<file path="src/rtl/lcd_seq_pkg.sv">
package lcd_seq_pkg;
  typedef enum logic [1:0] {
    LV_GND  = 2'b00,
    LV_LOW  = 2'b01,
    LV_HIGH = 2'b10,
    LV_VLCD = 2'b11
  } lvl_e;

  // full level that follows the addressed common in a given phase
  function automatic lvl_e full_lvl(input logic phase);
    return phase ? LV_VLCD : LV_GND;
  endfunction

  function automatic lvl_e com_level(input logic addressed, input logic phase,
                                     input logic multi, input logic third);
    if (addressed || !multi) return full_lvl(phase);
    if (!third) return LV_LOW;
    return phase ? LV_LOW : LV_HIGH;
  endfunction

  function automatic lvl_e seg_level(input logic on, input logic phase,
                                     input logic multi, input logic third);
    if (on) return full_lvl(!phase);
    if (!multi) return full_lvl(phase);
    if (!third) return LV_LOW;
    return phase ? LV_HIGH : LV_LOW;
  endfunction
endpackage

</file>
<file path="src/rtl/lcd_frame_ctrl.sv">
module lcd_frame_ctrl #(
  parameter int NUM_COM = 4,
  parameter int DT_W    = 3,
  parameter int DT_UNIT = 4,
  parameter int PER_W   = 16,
  localparam int IDX_W  = $clog2(NUM_COM)
) (
  input  logic             clk,
  input  logic             rst,
  input  logic             tick,
  input  logic             multi,
  input  logic [IDX_W-1:0] duty,
  input  logic [DT_W-1:0]  drive_sel,
  output logic [IDX_W-1:0] nxt_idx,
  output logic             nxt_phase,
  output logic             frame_pulse,
  output logic             drive_nxt
);
  logic [IDX_W-1:0] idx_q;
  logic             started_q;
  logic             phase_q;
  logic [PER_W-1:0] per_cnt_q, win_q, win_nxt, req_len, cap_len, len;
  logic [PER_W:0]   interval;

  always_comb begin
    nxt_idx     = (!started_q || idx_q >= duty) ? '0 : idx_q + 1'b1;
    frame_pulse = tick && (nxt_idx == '0);
    nxt_phase   = frame_pulse ? !phase_q : phase_q;
  end

  always_ff @(posedge clk) begin
    if (rst) begin
      idx_q     <= '0;
      started_q <= 1'b0;
      phase_q   <= 1'b1;
    end else if (tick) begin
      idx_q     <= nxt_idx;
      started_q <= 1'b1;
      phase_q   <= nxt_phase;
    end
  end

  // cycles between ticks, saturating
  always_ff @(posedge clk) begin
    if (rst || tick) per_cnt_q <= '0;
    else if (!(&per_cnt_q)) per_cnt_q <= per_cnt_q + 1'b1;
  end

  always_comb begin
    interval = {1'b0, per_cnt_q} + 1'b1;
    cap_len  = interval[PER_W:1];
    req_len  = (PER_W'(drive_sel) + PER_W'(1)) * PER_W'(DT_UNIT);
    len      = (req_len > cap_len) ? cap_len : req_len;
    if (tick) win_nxt = multi ? len : '0;
    else if (win_q != '0) win_nxt = win_q - 1'b1;
    else win_nxt = '0;
    drive_nxt = (win_nxt != '0);
  end

  always_ff @(posedge clk) begin
    if (rst) win_q <= '0;
    else win_q <= win_nxt;
  end


  phase_flip_chk: assert property (@(posedge clk) disable iff (rst)
    frame_pulse |=> (phase_q != $past(phase_q)));


  win_step_chk: assert property (@(posedge clk) disable iff (rst)
    (win_q != '0 && !tick) |=> (win_q == $past(win_q) - 1'b1));
endmodule

</file>
<file path="src/rtl/lcd_seg_bank.sv">
module lcd_seg_bank #(
  parameter int NUM_COM = 4,
  parameter int NUM_SEG = 8,
  localparam int IDX_W  = $clog2(NUM_COM)
) (
  input  logic               clk,
  input  logic               rst,
  input  logic               wr_en,
  input  logic [IDX_W-1:0]   wr_com,
  input  logic [NUM_SEG-1:0] wr_data,
  input  logic               latch,
  input  logic [IDX_W-1:0]   rd_idx,
  output logic [NUM_SEG-1:0] row
);
  logic [NUM_COM-1:0][NUM_SEG-1:0] bank_q;
  logic [NUM_COM-1:0][NUM_SEG-1:0] hold_q;

  always_ff @(posedge clk) begin
    if (wr_en) bank_q[wr_com] <= wr_data;
  end

  always_ff @(posedge clk) begin
    if (rst) hold_q <= '0;
    else if (latch) hold_q <= bank_q;
  end

  // the row used at the latching tick comes straight from the bank
  assign row = latch ? bank_q[rd_idx] : hold_q[rd_idx];


  hold_frozen_chk: assert property (@(posedge clk) disable iff (rst)
    !latch |=> $stable(hold_q));
endmodule

</file>
<file path="src/rtl/lcd_level_map.sv">
module lcd_level_map
  import lcd_seq_pkg::*;
#(
  parameter int NUM_COM = 4,
  parameter int NUM_SEG = 8,
  localparam int IDX_W  = $clog2(NUM_COM)
) (
  input  logic [IDX_W-1:0]     idx,
  input  logic                 phase,
  input  logic                 multi,
  input  logic                 third,
  input  logic [NUM_SEG-1:0]   row,
  output logic [2*NUM_COM-1:0] com_lvl,
  output logic [2*NUM_SEG-1:0] seg_lvl
);
  for (genvar c = 0; c < NUM_COM; c++) begin : g_com
    assign com_lvl[2*c +: 2] = com_level(idx == IDX_W'(c), phase, multi, third);
  end

  for (genvar s = 0; s < NUM_SEG; s++) begin : g_seg
    assign seg_lvl[2*s +: 2] = seg_level(row[s], phase, multi, third);
  end
endmodule

</file>
<file path="src/rtl/lcd_waveform_seq.sv">
module lcd_waveform_seq #(
  parameter int NUM_COM = 4,
  parameter int NUM_SEG = 8,
  parameter int DT_W    = 3,
  parameter int DT_UNIT = 4,
  parameter int PER_W   = 16,
  localparam int IDX_W  = $clog2(NUM_COM)
) (
  input  logic                 clk,
  input  logic                 rst,
  input  logic                 lcd_tick,
  input  logic                 supply_ready,
  input  logic [IDX_W-1:0]     duty,
  input  logic                 bias_third,
  input  logic [DT_W-1:0]      drive_sel,
  input  logic                 wr_en,
  input  logic [IDX_W-1:0]     wr_com,
  input  logic [NUM_SEG-1:0]   wr_data,
  output logic [2*NUM_COM-1:0] com_lvl,
  output logic [NUM_COM-1:0]   com_oe,
  output logic [2*NUM_SEG-1:0] seg_lvl,
  output logic [NUM_SEG-1:0]   seg_oe,
  output logic                 buf_en,
  output logic                 frame_start
);
  logic                 multi;
  logic [IDX_W-1:0]     nxt_idx;
  logic                 nxt_phase, frame_pulse, drive_nxt;
  logic [NUM_SEG-1:0]   row;
  logic [2*NUM_COM-1:0] map_com;
  logic [2*NUM_SEG-1:0] map_seg;
  logic                 pin_on;

  assign multi  = (duty != '0);
  assign pin_on = supply_ready && (!multi || drive_nxt);

  lcd_frame_ctrl #(.NUM_COM(NUM_COM), .DT_W(DT_W), .DT_UNIT(DT_UNIT), .PER_W(PER_W)) u_ctrl (
    .clk(clk), .rst(rst), .tick(lcd_tick), .multi(multi), .duty(duty),
    .drive_sel(drive_sel), .nxt_idx(nxt_idx), .nxt_phase(nxt_phase),
    .frame_pulse(frame_pulse), .drive_nxt(drive_nxt)
  );

  lcd_seg_bank #(.NUM_COM(NUM_COM), .NUM_SEG(NUM_SEG)) u_bank (
    .clk(clk), .rst(rst), .wr_en(wr_en), .wr_com(wr_com), .wr_data(wr_data),
    .latch(frame_pulse), .rd_idx(nxt_idx), .row(row)
  );

  lcd_level_map #(.NUM_COM(NUM_COM), .NUM_SEG(NUM_SEG)) u_map (
    .idx(nxt_idx), .phase(nxt_phase), .multi(multi), .third(bias_third),
    .row(row), .com_lvl(map_com), .seg_lvl(map_seg)
  );

  always_ff @(posedge clk) begin
    if (rst) begin
      com_lvl     <= '0;
      seg_lvl     <= '0;
      frame_start <= 1'b0;
      buf_en      <= 1'b0;
      seg_oe      <= '0;
    end else begin
      if (lcd_tick) begin
        com_lvl <= map_com;
        seg_lvl <= map_seg;
      end
      frame_start <= frame_pulse;
      buf_en      <= supply_ready && drive_nxt;
      seg_oe      <= {NUM_SEG{pin_on}};
    end
  end

  for (genvar c = 0; c < NUM_COM; c++) begin : g_com_oe
    always_ff @(posedge clk) begin
      if (rst) com_oe[c] <= 1'b0;
      else com_oe[c] <= pin_on && (IDX_W'(c) <= duty);
    end
  end


  inhibit_chk: assert property (@(posedge clk) disable iff (rst)
    !supply_ready |=> (com_oe == '0 && seg_oe == '0 && !buf_en));


  static_nobuf_chk: assert property (@(posedge clk) disable iff (rst)
    (lcd_tick && duty == '0) |=> !buf_en);
endmodule

</file>
<file path="config.mk">
export PLATFORM = sky130hd
export DESIGN_NAME = lcd_waveform_seq
export DESIGN_NICKNAME = d
export VERILOG_FILES = /design/src/rtl/lcd_seq_pkg.sv /design/src/rtl/lcd_frame_ctrl.sv /design/src/rtl/lcd_seg_bank.sv /design/src/rtl/lcd_level_map.sv /design/src/rtl/lcd_waveform_seq.sv
export SDC_FILE = /design/constraint.sdc
export NUM_CORES = 1
export LEC_CHECK = 0
export BUFFER_PORTS_ARGS = -buffer_cell sky130_fd_sc_hd__clkbuf_2
export CELL_PAD_IN_SITES_DETAIL_PLACEMENT = 1
export CELL_PAD_IN_SITES_GLOBAL_PLACEMENT = 1
export CORE_UTILIZATION = 45
export CTS_BUF_LIST = sky130_fd_sc_hd__clkbuf_4 sky130_fd_sc_hd__clkbuf_8 sky130_fd_sc_hd__clkbuf_16
export CTS_CLUSTER_DIAMETER = 120
export DETAILED_ROUTE_END_ITERATION = 8
export HOLD_SLACK_MARGIN = 0.12
export PLACE_DENSITY = 0.81
export SLEW_MARGIN = 20
export SYNTH_ARGS = -nofsm -noshare
export SYNTH_HDL_FRONTEND = slang
export SYNTH_SLANG_ARGS = --single-unit
</file>
<file path="constraint.sdc">
create_clock -name clk -period 3.3 [get_ports clk]
set_clock_uncertainty 0.05 [all_clocks]
set_input_delay 0.495 -clock clk [delete_from_list [all_inputs] [get_ports clk]]
set_output_delay 0.495 -clock clk [all_outputs]
set_load 0.1 [all_outputs]
</file>
### Word level (Yosys, flattened, before mapping)

Cells that the tools add are included.

* add/subtract/negate cells: 5
* $lt $le $gt $ge: 9
* equality and inequality tests: 3
* mux-type cells: 124
* reduce and logical (&&, ||, !) cells: 23

Operator list (count)
* $mux W2: 69
* $mux W16: 4
* $mux W1: 43
* $bmux W8 S2: 2
* $bwmux W32: 1
* $mux W8: 4
* $reduce_bool A16 Y1: 2
* $add A16 B1 Y17 const B: 1
* $add A16 B1 Y16 const B: 1
* $demux W8 S2: 1
* $gt A16 B16 Y1: 1
* $reduce_and A16 Y1: 1
* $sub A16 B1 Y16 const B: 1
* $logic_and A1 B1 Y1: 8
* $logic_or A1 B1 Y1: 7
* $lt A2 B3 Y1 const B: 2
* $add A3 B1 Y4 const B: 1
* $eq A2 B2 Y1 const B: 2
* $le A1 B2 Y1 const A: 2
* $le A2 B2 Y1 const A: 2
* $logic_not A1 Y1: 3
* $add A2 B1 Y2 const B: 1
* $eq A2 B1 Y1 const B: 1
* $ge A2 B1 Y1 const B: 1
* other kinds (3): 3

* register bits after elaboration: 131
* output and inout port bits: 38

### Depth between registers and ports, before layout

Gate-level depths: netlist of the first run.

* word-level depth: 13
* mapped depth: 12
* depth with buffers taken out: 12

### Modules after synthesis

From an unflattened synthesis of the first run, not the netlist that was laid out.

* cell total of the unflattened synthesis: 603
* area, all modules: 6372.4 µm²

Modules (own cells, without submodules)
* lcd_seg_bank: times used 1, cells an instance 169, area each 2652.5 µm², sequential area each 1601.5 µm²
* lcd_frame_ctrl: times used 1, cells an instance 266, area each 2219.6 µm², sequential area each 720.7 µm²
* lcd_waveform_seq: times used 1, cells an instance 101, area each 1107.3 µm², sequential area each 600.6 µm²
* lcd_level_map: times used 1, cells an instance 67, area each 392.9 µm², sequential area each 0.0 µm²

### Least setup slack after synthesis of the first run

No wires, ideal clock.

* path type: reg-to-reg
* start point: register u_ctrl.per_cnt_q[0]
* end point: register com_oe[0]
* setup time: 0.142 ns
* arrival: 2.600 ns
* required time: 3.108 ns
* setup slack: 0.508 ns
* stages on the path, launching flop included: 12
* buffers on the path: 0
* clock period less this slack: 2.792 ns
* cell sequence: dfxtp_1 ha_1 nand3_4 nor2_1 xnor2_1 ha_1 nand3_1 nor4b_1 or4_4 nor4_2 nor4_2 a41oi_1

* word-level cells in the longest chain between the ends: 9

Ends and longest elaborated chain
* start, declared: RTL line lcd_frame_ctrl.sv:22 `logic [PER_W-1:0] per_cnt_q, win_q, win_nxt, req_len, cap_len, len;`
* start signal, assigned: RTL line lcd_frame_ctrl.sv:46 `else if (!(&per_cnt_q)) per_cnt_q <= per_cnt_q + 1'b1;`
* $add A16 B1 Y17 *: RTL line lcd_frame_ctrl.sv:50 `interval = {1'b0, per_cnt_q} + 1'b1;`
* $gt A16 B16 Y1: RTL line lcd_frame_ctrl.sv:53 `len = (req_len > cap_len) ? cap_len : req_len;`
* $mux W16 *: RTL line lcd_frame_ctrl.sv:53
* $mux W16 * (2 in series): RTL line lcd_frame_ctrl.sv:54 `if (tick) win_nxt = multi ? len : '0;`
* $reduce_bool A16 Y1 *: RTL line lcd_frame_ctrl.sv:57 `drive_nxt = (win_nxt != '0);`
* $logic_or A1 B1 Y1 *: RTL line lcd_waveform_seq.sv:35 `assign pin_on = supply_ready && (!multi || drive_nxt);`
* $logic_and A1 B1 Y1 *: RTL line lcd_waveform_seq.sv:35
* $logic_and A1 B1 Y1 *: RTL line lcd_waveform_seq.sv:74 `else com_oe[c] <= pin_on && (IDX_W'(c) <= duty);`
* end signal, assigned by index: RTL line lcd_waveform_seq.sv:74
* end, declared: RTL line lcd_waveform_seq.sv:20 `output logic [NUM_COM-1:0] com_oe,`

Mark *: on every way between the ends. The rest lies on a longest branch, timed or not.
A chain may end at the register's enable or synchronous reset.

### Worst setup path after layout of the first run

* start point: register u_ctrl.per_cnt_q[0]
* end point: register com_oe[1]

Same word-level chain as after synthesis.

==> summary.txt, run 1 <==
Detailed routing
  • Antenna-violating nets left: 0
  • Drc violations: 0
  • DR iter-0 viols: about 350
  • DR pass1 iterations: 4
  • Routed vias: approximately 5.0k
  • Via-per-instance ratio: between 5 and 6
  • Final WL: ~16,000 µm
  • Drt wl/cell: roughly 18 µm

Timing
  • Fmax: about 320 MHz
  • Final setup viols: 0
  • Fin crit share: 0.9400
  • Slew headroom: 0.4220
  • Tightest Pin Transition: 863.9 ps
  • Final worst path period need: around 3100 ps
  • Worst hold slack: 248.3 ps
  • Hold Fails Final Rpt: 0
  • Slew Limit Fails: 0

Power
  • Max VDD drop: 0.0005927 V
  • Power Internal: 0.003389 W
  • Pwr Total: roughly 0.0053 W
  • Logic pwr share: 0.298
  • Switch Pwr: about 0.0020 W
  • Clock power share: 0.348
  • Flop pwr share: 0.354
  • Switching fraction of total power: 0.3659
  • Power per cell area: ~760 nW/µm²
  • Leak Pwr: 2.693 nW

Synthesis
  • Top FF cell, synth: dfxtp_1
  • Seq/Total Area, Yosys: 0.4871
  • Post-synth EDFFs: 32
  • Syn Std Cell Area: 6001 µm²
  • Ys async rst share: 0
  • Synth warnings: 0
  • Post-Synthesis Cells: 650
  • FF+latch count, synth: 130
  • Synth unique cells: a little over 60
  • Synth top area cells: dfxtp_1 33%, edfxtp_1 16%, a21oi_1 5.3%
  • Synth top area share: 0.3269
  • Mean Syn Cell Area: 9.232 µm²
  • Cell taking the most area after synthesis: dfxtp_1
  • Mapped Nets: 679

Hold path
  • Hold Crit Class: in2reg

Flow run
  • Max-Cap Viols: 0

Global routing
  • Total grt overflow: 0
  • Largest net degree at the start of global routing: between 60 and 70
  • GRT Total Usage: 0.2430
  • First-pass GRT wire length: 26,480 µm
  • Antenna violations before repair: 0
  • Number of global-route vias before repair: 5,156

Clock network
  • CTS Buffer Depth: 2
  • # resized after CTS: 0
  • H-tree Lvls: 4
  • Reg clk slew, reported paths: 60 ps
  • Skew-Pair Late Insertion Delay: 420 ps
  • CTS buffer count: 17
  • Root Buffer Master: clkbuf_16
  • Postcts setup bufs: 0
  • Hold Buf Count CTS: 0
  • CTS tree: yes
  • Clk sinks: 130

Floorplan
  • Die ar.: 13,800 µm²
  • Row count: 41
  • Core Area: 12,820 µm²
  • Die height: around 120 µm
  • Initial Utilization: 0.4679
  • Die Width: 117.5 µm
  • Boundary Pins: 59

Setup path
  • Crit path max fanout: 10
  • CP arrival: 3320 ps
  • Crit Path Class: reg2reg
  • Critical Path RT: between 3000 and 4000 ps
  • Worst setup SP type: register
  • CP endpoint kind: register

Placed design
  • PortBufs: 58
  • Routability Congestion: 0.8238
  • Post-placement cell area: between 6000 and 7000 µm²
  • Placed Cells: 846
  • Hpwl dp: around 11,000 µm

Layout
  • Final Core Density: 0.5477
  • Layout cells sized above 1: 0.1813
  • Most frequent cells in the layout: 98 x dfxtp_1, 85 x nand2_1, 77 x nor2_1
  • Synth-to-layout area growth: 17.06%
  • Fillers: 1,441
  • Final Non-Filler Cells: 878
  • Number of inserted diodes: 0
  • Most common library cell in the layout ignoring fill and taps: dfxtp_1
  • Post-route cell area: 7024 µm²
  • Final Net Count: approximately 720

Run status
  • Status: completed
## layer usage
layer	vias up	GRT usage	routed length, µm
met5	-	0	0
met4	0	0.06250	180
met3	15	0.05620	474
met2	71	0.4534	8748
met1	2455	0.2764	6710
li1	2411	-	-
## logic make-up after synthesis
group / share of synthesized area
mux: 0.04212
flops: 0.4871
simple gates: 0.2008
compound gates: 0.1649
fa+ha+maj: 0.01668
buf+inv: 0.03941
xor+xnor: 0.04900
## stage by stage
| stage | TNS, ps | worst slack [ps] |
|---|---|---|
| 2_1_floorplan | 0 | 508.0 |
| 3_5_place_dp | 0 | 172.3 |
| 3_3_place_gp | 0 | 316.0 |
| 6_report | 0 | 198.0 |
| 5_1_grt | -3.638 | -3.638 |
| 4_1_cts | 0 | 137.1 |
## final timing paths
path | start | endpoint | slack [ps] | cells after the start
worst max-delay path | u_ctrl.per_cnt_q[0] | com_oe[1] | 200 | 11
worst min-delay path | wr_data[7] | u_bank.bank_q[31] | 250 | 1
worst max register to register | u_ctrl.per_cnt_q[0] | com_oe[1] | 200 | 11
worst min register to register | u_bank.hold_q[7] | u_bank.hold_q[7] | 410 | 2
## synthesized netlist by cell type (5+ instances only)
master	count
a311oi_1	6
clkbuf_1	32
and3_1	5
buf_1	5
xnor2_1	19
a31oi_1	11
nor4_1	6
dfxtp_1	98
o31ai_1	7
ha_1	8
buf_4	8
nor3_1	8
nor2b_1	8
xor2_1	10
edfxtp_1	32
o21ai_0	11
a21oi_1	64
nand2b_1	11
mux2i_1	23
nand3_1	12
nor2_1	77
a211oi_1	20
a2111oi_0	11
or2_2	5
inv_1	6
nand2_1	85
## worst max-delay path, stage by stage (launching register included)
cell and delay [ps]:
dfxtp_1 430, ha_2 260, nand3_4 170, nor2_1 190, xnor2_1 150, ha_1 320, nand3_1 80, nor4b_2 420
or4_4 230, nor4_2 50, nor4_2 450, a311oi_1 170
## flip-flops by register name (all words and copies together), names as in the netlist
register and flops:
u_ctrl.win_q 16, u_ctrl.per_cnt_q 16, u_bank.hold_q 32, com_lvl 8, u_ctrl.idx_q 2, buf_en 1, frame_start 1, seg_lvl 16
u_ctrl.phase_q 1, u_ctrl.started_q 1, u_bank.bank_q 32, com_oe 4
## power groups by stage
| stage | Sequential, W | Clock, W | Combinational, W |
|---|---|---|---|
| 2_1_floorplan | 0.00218 | 0 | 0.000995 |
| 3_3_place_gp | 0.00191 | 0 | 0.00153 |
| 3_5_place_dp | 0.00192 | 0 | 0.00158 |
| 4_1_cts | 0.00189 | 0.00188 | 0.00159 |
| 5_1_grt | 0.00191 | 0.00195 | 0.00172 |
| 6_report | 0.00189 | 0.00186 | 0.00159 |
## layout make-up
type | instances | area (µm²) | area share
sequential | 130 | 2923 | 0.4161
multi-input combinational | 466 | 2878 | 0.4097
clock buffer | 22 | 493.0 | 0.07018
timing repair buffer | 72 | 395.4 | 0.05629
tap | 172 | 215.2 | 0.03064
clock inverter | 10 | 97.59 | 0.01389
inverter | 6 | 22.52 | 0.003206
No activity file was read; power rests on OpenSTA's default activity.
==> run 2, diff against run 1 <==
REMOVE_ABC_BUFFERS = 1   (was not set)
==> run 2 against run 1 <==
  * Cell count is 0.46% higher
  * First-iteration DRC count is 31% lower
  * Die area unchanged
  * Clock power shrank 9%
  * Via count rose by 1.4%
  * Clock-buffer cell count fell by 4
  * Critical path depth decreased by 1
  * Combinational power hardly changed
  * Register-to-register slack got worse by 98 ps
  * Core utilization hardly changed
  * Global-route usage down 0.91 points
  * Maximum frequency shrank 3.1%
==> summary.txt, run 2 (synthesized netlist as in run 1, its figures left out) <==
Run status
  • Status: completed

Floorplan
  • Die Width: 117.5 µm (unchanged)
  • Core Area: 12,820 µm² (unchanged)
  • Die height: 117.5 µm (unchanged)
  • Die ar.: 13,800 µm² (unchanged)
  • Boundary Pins: 59 (unchanged)
  • Initial Utilization: 0.4679 (unchanged)
  • Row count: 41 (unchanged)

Setup path
  • Crit Path Class: reg2reg
  • Worst setup path startpoint: u_ctrl.per_cnt_q[1]
  • Worst reg2reg startpoint: u_ctrl.per_cnt_q[1]
  • CP arrival: 3460 ps (+140 ps)
  • Worst setup SP type: register
  • CP endpoint kind: register
  • Critical Path RT: 3560 ps (+40 ps)
  • Crit path max fanout: 10 (unchanged)
  • FF-to-FF setup slack: 100 ps (-100 ps)

Detailed routing
  • Antenna-violating nets left: 0 (unchanged)
  • WL met1: 7270 µm (+8.3%)
  • Highest routed layer: met4
  • Drc violations: 0 (unchanged)
  • Met3 Wirelength: 480 µm (+1.3%)
  • DR pass1 iterations: 5 (+1)
  • Final WL: 15,600 µm (-3.2%)
  • Via-per-instance ratio: 5.693 (+0.93%)
  • Drt wl/cell: 17.69 µm (-3.6%)
  • Met2 wire length: 7610 µm (-13%)
  • DR iter-0 viols: 241 (-31%)
  • Routed vias: 5,021 (+1.4%)

Layout
  • Most common library cell in the layout ignoring fill and taps: dfxtp_1
  • Fillers: 1,463 (+1.5%)
  • Final Non-Filler Cells: 882 (+0.46%)
  • Synth-to-layout area growth: 17.12% (about the same)
  • Final Net Count: 726 (+0.55%)
  • Layout cells sized above 1: 0.1887 (+0.007429)
  • Number of inserted diodes: 0 (unchanged)
  • Most frequent cells in the layout: 97 x dfxtp_1, 85 x nand2_1, 77 x nor2_1
  • Flip-flop and latch area: 2924 µm² (about the same)
  • Multi-input logic area: 2895 µm² (+0.61%)
  • Biggest regs: u_bank.bank_q (32), u_bank.hold_q (32)

Power
  • Power per cell area: 739.8 nW/µm² (-2.8%)
  • Max VDD drop: 0.0003608 V (-39%)
  • Clock power share: 0.328 (-0.020)
  • Power Internal: 0.003243 W (-4.3%)
  • Flop pwr share: 0.364 (+0.010)
  • Leak Pwr: 2.677 nW (-0.58%)
  • Logic pwr share: 0.308 (+0.010)
  • Switch Pwr: 0.001956 W (about the same)
  • Switching fraction of total power: 0.3763 (+0.01034)

Clock network
  • Reg clk slew, reported paths: 60 ps (about the same)
  • CTS tree: yes
  • H-tree Lvls: 4 (unchanged)
  • Clk sinks: 130 (unchanged)
  • CTS Buffer Depth: 2 (unchanged)
  • Root Buffer Master: clkbuf_16
  • CTS buffer count: 17 (unchanged)
  • Skew-Pair Late Insertion Delay: 420 ps (about the same)

Timing
  • Hold Fails Final Rpt: 0 (unchanged)
  • Final setup viols: 0 (unchanged)
  • Fmax: 312.5 MHz (-3.1%)
  • Slew Limit Fails: 0 (unchanged)
  • Slew headroom: 0.3743 (-0.04767)
  • Worst hold slack: 245.8 ps (-2.519 ps)
  • Fin crit share: 0.9697 (+0.02968)
  • Tightest Pin Transition: 935.1 ps (+71.25 ps)
  • Final worst path period need: 3200 ps (+97.96 ps)

Placed design
  • Placed Cells: 848 (+0.24%)
  • Hpwl dp: 10,720 µm (-0.98%)
  • PortBufs: 58 (unchanged)
  • Routability Congestion: 0.8254 (+0.19%)

Global routing
  • Largest net degree at the start of global routing: 62 (+1.6%)
  • Total grt overflow: 0 (unchanged)
  • Number of global-route vias before repair: 5,086 (-1.4%)
  • Antenna violations before repair: 0 (unchanged)
  • GRT Total Usage: 0.2338 (-0.009134)
  • First-pass GRT wire length: 25,830 µm (-2.5%)

Flow run
  • Max-Cap Viols: 0 (unchanged)

Hold path
  • Hold Path Origin: wr_data[6]
  • Hold Crit Class: in2reg
[run 2: cell count changes in the layout (fill, tap and decap cells not counted), sizes merged]
cell,previous run,this run
bufinv,1,0
clkinvlp,1,2
clkinv,4,8
clkbuf,80,76
buf,14,18
[run 2: metal layers]
metal | vias to the layer above | GRT usage
li1 | 2428 | -
met2 | 97 | 0.3798
met3 | 20 | 0.05959
met5 | - | 0
met4 | 0 | 0.07372
met1 | 2476 | 0.3045
[run 2: power groups by stage]
stage / Clock (W) / Sequential, W / Combinational, W
floorplan: 0 / 0.00236 / 0.000752
global placement: 0 / 0.00191 / 0.00150
detailed placement: 0 / 0.00192 / 0.00156
CTS: 0.00173 / 0.00189 / 0.00158
global route: 0.00181 / 0.00191 / 0.00173
finish: 0.00170 / 0.00189 / 0.00160
[run 2: path summary, 6_finish.rpt]
kind | endpoint | cells after the start
setup / recovery | com_oe[2] | 10
hold / removal | u_bank.bank_q[14] | 1
setup reg to reg | com_oe[2] | 10
hold reg to reg | u_bank.hold_q[9] | 2
[run 2: critical path: stages (launching register included)]
cell and delay (ps):
dfxtp_1 420, ha_2 260, nand3_4 180, xor2_2 220
ha_1 320, nor2b_1 180, a2111o_1 480, and4_2 310
a31oi_1 230, o21ai_2 150, a311oi_1 310
[run 2: layout make-up]
| class | instances | share of cell area |
|---|---|---|
| clock buffer | 18 | 0.06249 |
| inverter | 6 | 0.003205 |
| clock inverter | 14 | 0.01513 |
| timing repair buffer | 76 | 0.06053 |
| tap | 172 | 0.03062 |
| multi-input combinational | 466 | 0.4120 |
| sequential | 130 | 0.4161 |
[run 2: what timing repair did]
item / in CTS / in global routing
hold buffers: 0 / 0
setup buffers: 0 / 2
pin swaps: 1 / 3
endpoints found under the setup margin: 3 / 6
gates resized for setup: 0 / 11
[run 2: metrics by stage]
stage | instance area, µm² | utilization | TNS [ps] | total power [W] | setup WS, ps
6_report | 7028 | 0.5480 | 0 | 0.005199 | 100.0
5_1_grt | 7028 | 0.5480 | -58.46 | 0.005455 | -25.43
2_1_floorplan | 5787 | - | -47310 | 0.003116 | -3308
4_1_cts | 6964 | 0.5430 | 0 | 0.005199 | 5.174
3_3_place_gp | 6419 | 0.5005 | 0 | 0.003415 | 304.2
3_5_place_dp | 6419 | 0.5005 | 0 | 0.003484 | 33.01
